`src/rtl/mtg_pkg.sv`:
```
package mtg_pkg;
  localparam int PAT_W = 32;
  localparam logic [PAT_W-1:0] PAT_SEED_BASE = 32'h1D0F_0000;
  localparam logic [PAT_W-1:0] PAT_POLY      = 32'h04C1_1DB7;

  typedef enum logic [2:0] {
    S_IDLE, S_WRITE, S_RDREQ, S_RDWAIT, S_NEXT, S_TIMEOUT, S_DONE
  } mtg_state_e;

  function automatic logic [PAT_W-1:0] pat_step(input logic [PAT_W-1:0] x);
    return {x[PAT_W-2:0], 1'b0} ^ (x[PAT_W-1] ? PAT_POLY : '0);
  endfunction
endpackage

```
`src/rtl/mtg_watchdog.sv`:
```
module mtg_watchdog #(
  parameter int          CNT_W   = 32,
  parameter logic [31:0] CNT_MAX = 32'hFFFF_FFFF
) (
  input  logic clk,
  input  logic rst_n,
  input  logic active,
  input  logic kick,
  output logic expired
);
  localparam logic [CNT_W-1:0] LIMIT = CNT_W'(CNT_MAX);
  logic [CNT_W-1:0] cnt_q, cnt_d;
  logic             cnt_en;

  assign cnt_en = !active || kick || (cnt_q != LIMIT);

  always_comb begin
    if (!active || kick) cnt_d = '0;
    else                 cnt_d = cnt_q + 1'b1;
  end

  always_ff @(posedge clk or negedge rst_n) begin
    if (!rst_n)      cnt_q <= '0;
    else if (cnt_en) cnt_q <= cnt_d;
  end

  assign expired = active && (cnt_q == LIMIT);
endmodule

```
`src/rtl/mtg_pattern.sv`:
```
module mtg_pattern #(
  parameter int ADDR_W = 16
) (
  input  logic                      clk,
  input  logic                      rst_n,
  input  logic                      load,
  input  logic [ADDR_W-1:0]         seed_addr,
  input  logic                      step,
  output logic [mtg_pkg::PAT_W-1:0] word
);
  import mtg_pkg::*;
  logic [PAT_W-1:0] lfsr_q, lfsr_d;
  logic             lfsr_en;

  assign lfsr_en = load || step;

  always_comb begin
    if (load) lfsr_d = PAT_SEED_BASE ^ PAT_W'(seed_addr);
    else      lfsr_d = pat_step(lfsr_q);
  end

  always_ff @(posedge clk or negedge rst_n) begin
    if (!rst_n)       lfsr_q <= '0;
    else if (lfsr_en) lfsr_q <= lfsr_d;
  end

  assign word = lfsr_q;
endmodule

```
`src/rtl/mtg_engine.sv`:
```
module mtg_engine #(
  parameter int          ADDR_W      = 16,
  parameter int          BURST_LEN   = 4,
  parameter int          NUM_BURSTS  = 8,
  parameter logic [31:0] TIMEOUT_MAX = 32'hFFFF_FFFF,
  localparam int         BC_W        = $clog2(BURST_LEN + 1),
  localparam int         DW          = mtg_pkg::PAT_W
) (
  input  logic              clk,
  input  logic              rst_n,
  input  logic              start,
  output logic [ADDR_W-1:0] avm_address,
  output logic              avm_write,
  output logic              avm_read,
  output logic [DW-1:0]     avm_writedata,
  output logic [DW/8-1:0]   avm_byteenable,
  output logic [BC_W-1:0]   avm_burstcount,
  output logic              avm_beginbursttransfer,
  input  logic              avm_waitrequest,
  input  logic [DW-1:0]     avm_readdata,
  input  logic              avm_readdatavalid,
  output logic              done,
  output logic              pass,
  output logic              fail,
  output logic              timeout
);
  import mtg_pkg::*;
  localparam int BEAT_W  = (BURST_LEN  > 1) ? $clog2(BURST_LEN)  : 1;
  localparam int BURST_W = (NUM_BURSTS > 1) ? $clog2(NUM_BURSTS) : 1;
  localparam logic [BEAT_W-1:0]  LAST_BEAT  = BEAT_W'(BURST_LEN - 1);
  localparam logic [BURST_W-1:0] LAST_BURST = BURST_W'(NUM_BURSTS - 1);

  // reset: asserted asynchronously, released on a clock edge
  logic [1:0] rst_sync_q;
  logic       rst_int_n;
  always_ff @(posedge clk or negedge rst_n) begin
    if (!rst_n) rst_sync_q <= 2'b00;
    else        rst_sync_q <= {rst_sync_q[0], 1'b1};
  end
  assign rst_int_n = rst_sync_q[1];

  mtg_state_e         state_q, state_d;
  logic [BURST_W-1:0] burst_q, burst_d;
  logic [BEAT_W-1:0]  beat_q, beat_d;
  logic [ADDR_W-1:0]  base_q, base_d;
  logic               fail_q, fail_d, to_q, to_d, first_q, first_d;
  logic               pat_load, pat_step_en, wd_expired, wd_active, wd_kick;
  logic [ADDR_W-1:0]  pat_addr;
  logic [DW-1:0]      pat_word;

  mtg_pattern #(.ADDR_W(ADDR_W)) pat_i (
    .clk(clk), .rst_n(rst_int_n), .load(pat_load), .seed_addr(pat_addr),
    .step(pat_step_en), .word(pat_word));

  assign wd_active = (state_q == S_WRITE) || (state_q == S_RDREQ) || (state_q == S_RDWAIT);
  assign wd_kick   = ((avm_write || avm_read) && !avm_waitrequest) || avm_readdatavalid;

  mtg_watchdog #(.CNT_W(32), .CNT_MAX(TIMEOUT_MAX)) wd_i (
    .clk(clk), .rst_n(rst_int_n), .active(wd_active), .kick(wd_kick),
    .expired(wd_expired));

  always_comb begin
    state_d = state_q;  burst_d = burst_q;  beat_d = beat_q;  base_d = base_q;
    fail_d = fail_q;    to_d = to_q;        first_d = 1'b0;
    pat_load = 1'b0;    pat_step_en = 1'b0; pat_addr = base_q;
    unique case (state_q)
      S_IDLE, S_DONE: if (start) begin
        state_d = S_WRITE; burst_d = '0; beat_d = '0; base_d = '0;
        fail_d = 1'b0; to_d = 1'b0; first_d = 1'b1;
        pat_load = 1'b1; pat_addr = '0;
      end
      S_WRITE: begin
        if (wd_expired) begin
          state_d = S_TIMEOUT; fail_d = 1'b1; to_d = 1'b1;
        end else if (!avm_waitrequest) begin
          if (beat_q == LAST_BEAT) begin
            state_d = S_RDREQ; beat_d = '0; first_d = 1'b1; pat_load = 1'b1;
          end else begin
            beat_d = beat_q + 1'b1; pat_step_en = 1'b1;
          end
        end
      end
      S_RDREQ: begin
        if (wd_expired) begin
          state_d = S_TIMEOUT; fail_d = 1'b1; to_d = 1'b1;
        end else if (!avm_waitrequest) state_d = S_RDWAIT;
      end
      S_RDWAIT: begin
        if (wd_expired) begin
          state_d = S_TIMEOUT; fail_d = 1'b1; to_d = 1'b1;
        end else if (avm_readdatavalid) begin
          if (avm_readdata != pat_word) fail_d = 1'b1;
          pat_step_en = 1'b1;
          if (beat_q == LAST_BEAT) begin
            state_d = S_NEXT; beat_d = '0;
          end else beat_d = beat_q + 1'b1;
        end
      end
      S_NEXT: begin
        if (burst_q == LAST_BURST) state_d = S_DONE;
        else begin
          state_d = S_WRITE; burst_d = burst_q + 1'b1; first_d = 1'b1;
          base_d = base_q + ADDR_W'(BURST_LEN);
          pat_load = 1'b1; pat_addr = base_d;
        end
      end
      S_TIMEOUT: state_d = S_DONE;
      default:   state_d = S_IDLE;
    endcase
  end

  always_ff @(posedge clk or negedge rst_int_n) begin
    if (!rst_int_n) begin
      state_q <= S_IDLE; burst_q <= '0; beat_q <= '0; base_q <= '0;
      fail_q <= 1'b0; to_q <= 1'b0; first_q <= 1'b0;
    end else begin
      state_q <= state_d; burst_q <= burst_d; beat_q <= beat_d; base_q <= base_d;
      fail_q <= fail_d; to_q <= to_d; first_q <= first_d;
    end
  end

  assign avm_write              = (state_q == S_WRITE);
  assign avm_read               = (state_q == S_RDREQ);
  assign avm_address            = base_q;
  assign avm_writedata          = pat_word;
  assign avm_byteenable         = '1;
  assign avm_burstcount         = BC_W'(BURST_LEN);
  assign avm_beginbursttransfer = first_q && (avm_write || avm_read);
  assign done                   = (state_q == S_DONE);
  assign pass                   = done && !fail_q;
  assign fail                   = fail_q;
  assign timeout                = to_q;
endmodule

```
`config.mk`:
```
export PLATFORM = sky130hd
export DESIGN_NAME = mtg_engine
export DESIGN_NICKNAME = d
export VERILOG_FILES = /design/src/rtl/mtg_pkg.sv /design/src/rtl/mtg_watchdog.sv /design/src/rtl/mtg_pattern.sv /design/src/rtl/mtg_engine.sv
export SDC_FILE = /design/constraint.sdc
export NUM_CORES = 1
export LEC_CHECK = 0
export BUFFER_PORTS_ARGS = -buffer_cell sky130_fd_sc_hd__buf_2
export CORE_MARGIN = 2
export CORE_UTILIZATION = 63
export CTS_BUF_LIST = sky130_fd_sc_hd__clkbuf_4 sky130_fd_sc_hd__clkbuf_8
export CTS_CLUSTER_DIAMETER = 80
export DETAILED_ROUTE_END_ITERATION = 8
export PLACE_DENSITY_LB_ADDON = 0.12
export RECOVER_POWER = 50
export SYNTH_ARGS = -nofsm -noshare
export SYNTH_HDL_FRONTEND = slang
export SYNTH_HIERARCHICAL = 1
export SYNTH_SLANG_ARGS = --single-unit
```
`constraint.sdc`:
```
create_clock -name clk -period 7.4 [get_ports clk]
set_clock_uncertainty 0.2 [all_clocks]
set_input_delay 1.85 -clock clk [delete_from_list [all_inputs] [get_ports clk]]
set_output_delay 1.85 -clock clk [all_outputs]
set_load 0.1 [all_outputs]
```
==> results.toml <==
[timing]
min_period_ns = 4.15
final-hold-violation-count = 0
rsz0062_at_grt = "no"
max_freq_ghz = 0.241
drv_slew = 74
tightest_slew_ns = 3.87
finalSetupViolCount = 0
setup_tns_ns = 0
timing.hold.ws_ns = 0.160
timing.final.crit_share_pct = 56.1
relSlewSlack_pct = -158

[floorplan]
rows = 33
start_util_pct = 65.4
ioPinCount = 99
die_y_um = 96.8
coreArea_mm2 = 0.00830
die_width_um = 96.8
dieArea_mm2 = 0.00937

[drt]
wl_met1_um = 6080
drc_errors = 0
wl_met2_um = 6530
drt_wl_total_um = 14000
drt_pass1_iterations = 5
wl_per_cell_um = 18.1
via_per_inst = 6.26
detail-route-antenna-nets = 0
met3WireLength_um = 1090
highest_layer = "met4"
num_vias = 4842
dr.first_iter.drc_count = 327

[synth]
synthArstFlopShare_pct = 100
synth_ff_type = "dfrtp_1"
avgSynthCellArea_um2 = 9.21
yosys_warnings = 6
synth_edf_count = 0
ys_seq_area_share_pct = 42.9
syn_inst = 589
synth_cell_types = 58
ys_ff_latch = 93
syn-cell-area_mm2 = 0.00543

[pwr]
p_total_mw = 2.51
switching_share_pct = 54.5
seqPwrFrac_pct = 31.3
p_int_mw = 1.14
power_frac_clock_pct = 16.7
power_frac_comb_pct = 52.0
p_per_area_mw_per_mm2 = 414
leakagePower_nw = 2.64
p_switching_mw = 1.37
peakVddDrop_uv = 353

[placed_design]
gp_congestion = 0.861
port_buffers = 91
dpl.hpwl_um = 9760

[clock_network]
numCtsBuffers = 9
postCtsHoldBufs = 2
cts-resized-gates = 0
cts.clk_slew.worst_paths_ns = 0.11
cts-root-buf = "clkbuf_8"
cts_tree = "built"
cts-htree-levels = 3
worstSkewPairLatency_ns = 0.37
cts_buffer_depth = 2
cts_sinks = 93
cts_setup_buffers = 0

[global_route]
grt_pass1_vias = 4610
grt_pass1_wl_um = 23200
track_usage_pct = 30.3
grt_start_max_net_pins = 74
antenna_found_initial = 0
grt.overflow.total = 0

[critical_path]
cp_max_fo = 20
r2r_cells = 1
crit_path_end_kind = "primary output"
crit_arrival_ns = 2.10
cp-start-kind = "register"
critical_path_class = "reg -> out"
required_ns = 5.35

[status]
violations = "capacitance limit, slew limit"
status = "complete, but fails checks"

[layout]
final_cell_mix = "dfrtp_1, buf_2, nand2_1"
num_antenna_cells = 0
area_growth_pct = 12.1
nets = 706
final_common_cell = "dfrtp_1"
drive_gt1_share_pct = 18.8

[worst_hold_path]
hold_depth = 0
hold_path.class = "reg -> reg"

[flow_run]
drv_cap = 1
worst max-delay path, cell delays in order (launching register included):
cell      delay (ns)
dfrtp_1         0.72
nand2b_1        0.23
a21oi_1         0.22
and2_1          0.14
buf_2           0.41
path summary, 6_finish.rpt:
kind	endpoint	startpoint	slack, ns
setup reg to reg	avm_address[0]	rst_sync_q[1]	3.28
setup / recovery	avm_beginbursttransfer	state_q[1]	3.25
hold reg to reg	rst_sync_q[1]	rst_sync_q[0]	0.16
min in group asynchronous	pat_i/word[27]	rst_sync_q[1]	0.54
hold / removal	rst_sync_q[1]	rst_sync_q[0]	0.16
max in group asynchronous	avm_address[0]	rst_sync_q[1]	3.28
power by group through the flow:
stage	Clock, mW	Combinational (mW)	Sequential, mW
final	0.419	1.31	0.787
after global routing	0.446	1.38	0.802
after global placement	0	1.28	0.784
after CTS	0.422	1.31	0.782
after floorplan	0	0.614	1.26
after detailed placement	0	1.30	0.792
metal layers:
layer	GRT usage (%)	vias up
li1	-	2251
met1	43.3	2347
met2	46.7	215
met3	5.85	29
met4	10.2	0
met5	0	-
kinds of logic (layout without fill, tap and decap cells):
| family | after synthesis | in the layout | share of synthesized area [%] |
|---|---|---|---|
| xor+xnor | 52 | 52 | 8.39 |
| other cells | 2 | 8 | 0.138 |
| simple gates | 247 | 247 | 24.8 |
| compound gates | 126 | 126 | 14.6 |
| flops | 93 | 93 | 42.9 |
| mux | 15 | 15 | 2.79 |
| buf+inv | 49 | 123 | 5.24 |
| fa+ha+maj | 5 | 5 | 1.15 |
through the flow:
stage	setup WS (ns)	instances	util (%)	cell area [um^2]
2_1_floorplan	2.39	595	-	5450
3_3_place_gp	3.41	756	70.2	5830
3_5_place_dp	3.36	756	70.2	5830
4_1_cts	3.25	774	73.4	6090
5_1_grt	2.37	774	73.3	6080
6_report	3.25	774	73.3	6080
cells in the mapped netlist, drive strengths merged (3+ instances only):
cell type | number | area, um^2
xor2 | 13 | 114
or4 | 7 | 56.3
a21oi | 28 | 140
o31ai | 13 | 97.6
ha | 5 | 62.6
a211o | 6 | 52.6
clkbuf | 11 | 41.3
and2 | 9 | 56.3
nand3 | 26 | 130
buf | 28 | 199
nand2 | 52 | 195
nor2b | 10 | 62.6
nor4 | 12 | 75.1
mux2i | 14 | 140
a31oi | 4 | 25.0
xnor2 | 39 | 342
inv | 9 | 33.8
or3 | 17 | 111
nand4 | 16 | 115
a21o | 3 | 22.5
dfrtp | 93 | 2330
nor3 | 17 | 85.1
nand2b | 9 | 63.8
or2 | 4 | 25.0
o21ai | 46 | 230
nor2 | 42 | 158
o211ai | 12 | 90.1
and3 | 6 | 37.5
or3b | 9 | 78.8
and4 | 5 | 45.0
state kept, by name (all words and copies together) (netlist names):
signal       flops
rst_sync_q       2
avm_address     16
state_q          3
timeout          1
wd_i/cnt_q      32
pat_i/word      32
first_q          1
burst_q          3
fail             1
beat_q           2
area by class of cell:
class	count	area, um^2
sequential	93	2330
fill	609	2220
clock buffer	9	124
inverter	9	33.8
tap	105	131
clock inverter	7	120
timing repair buffer	98	503
multi-input combinational	453	2840
Power figures use the tool's default switching activity.
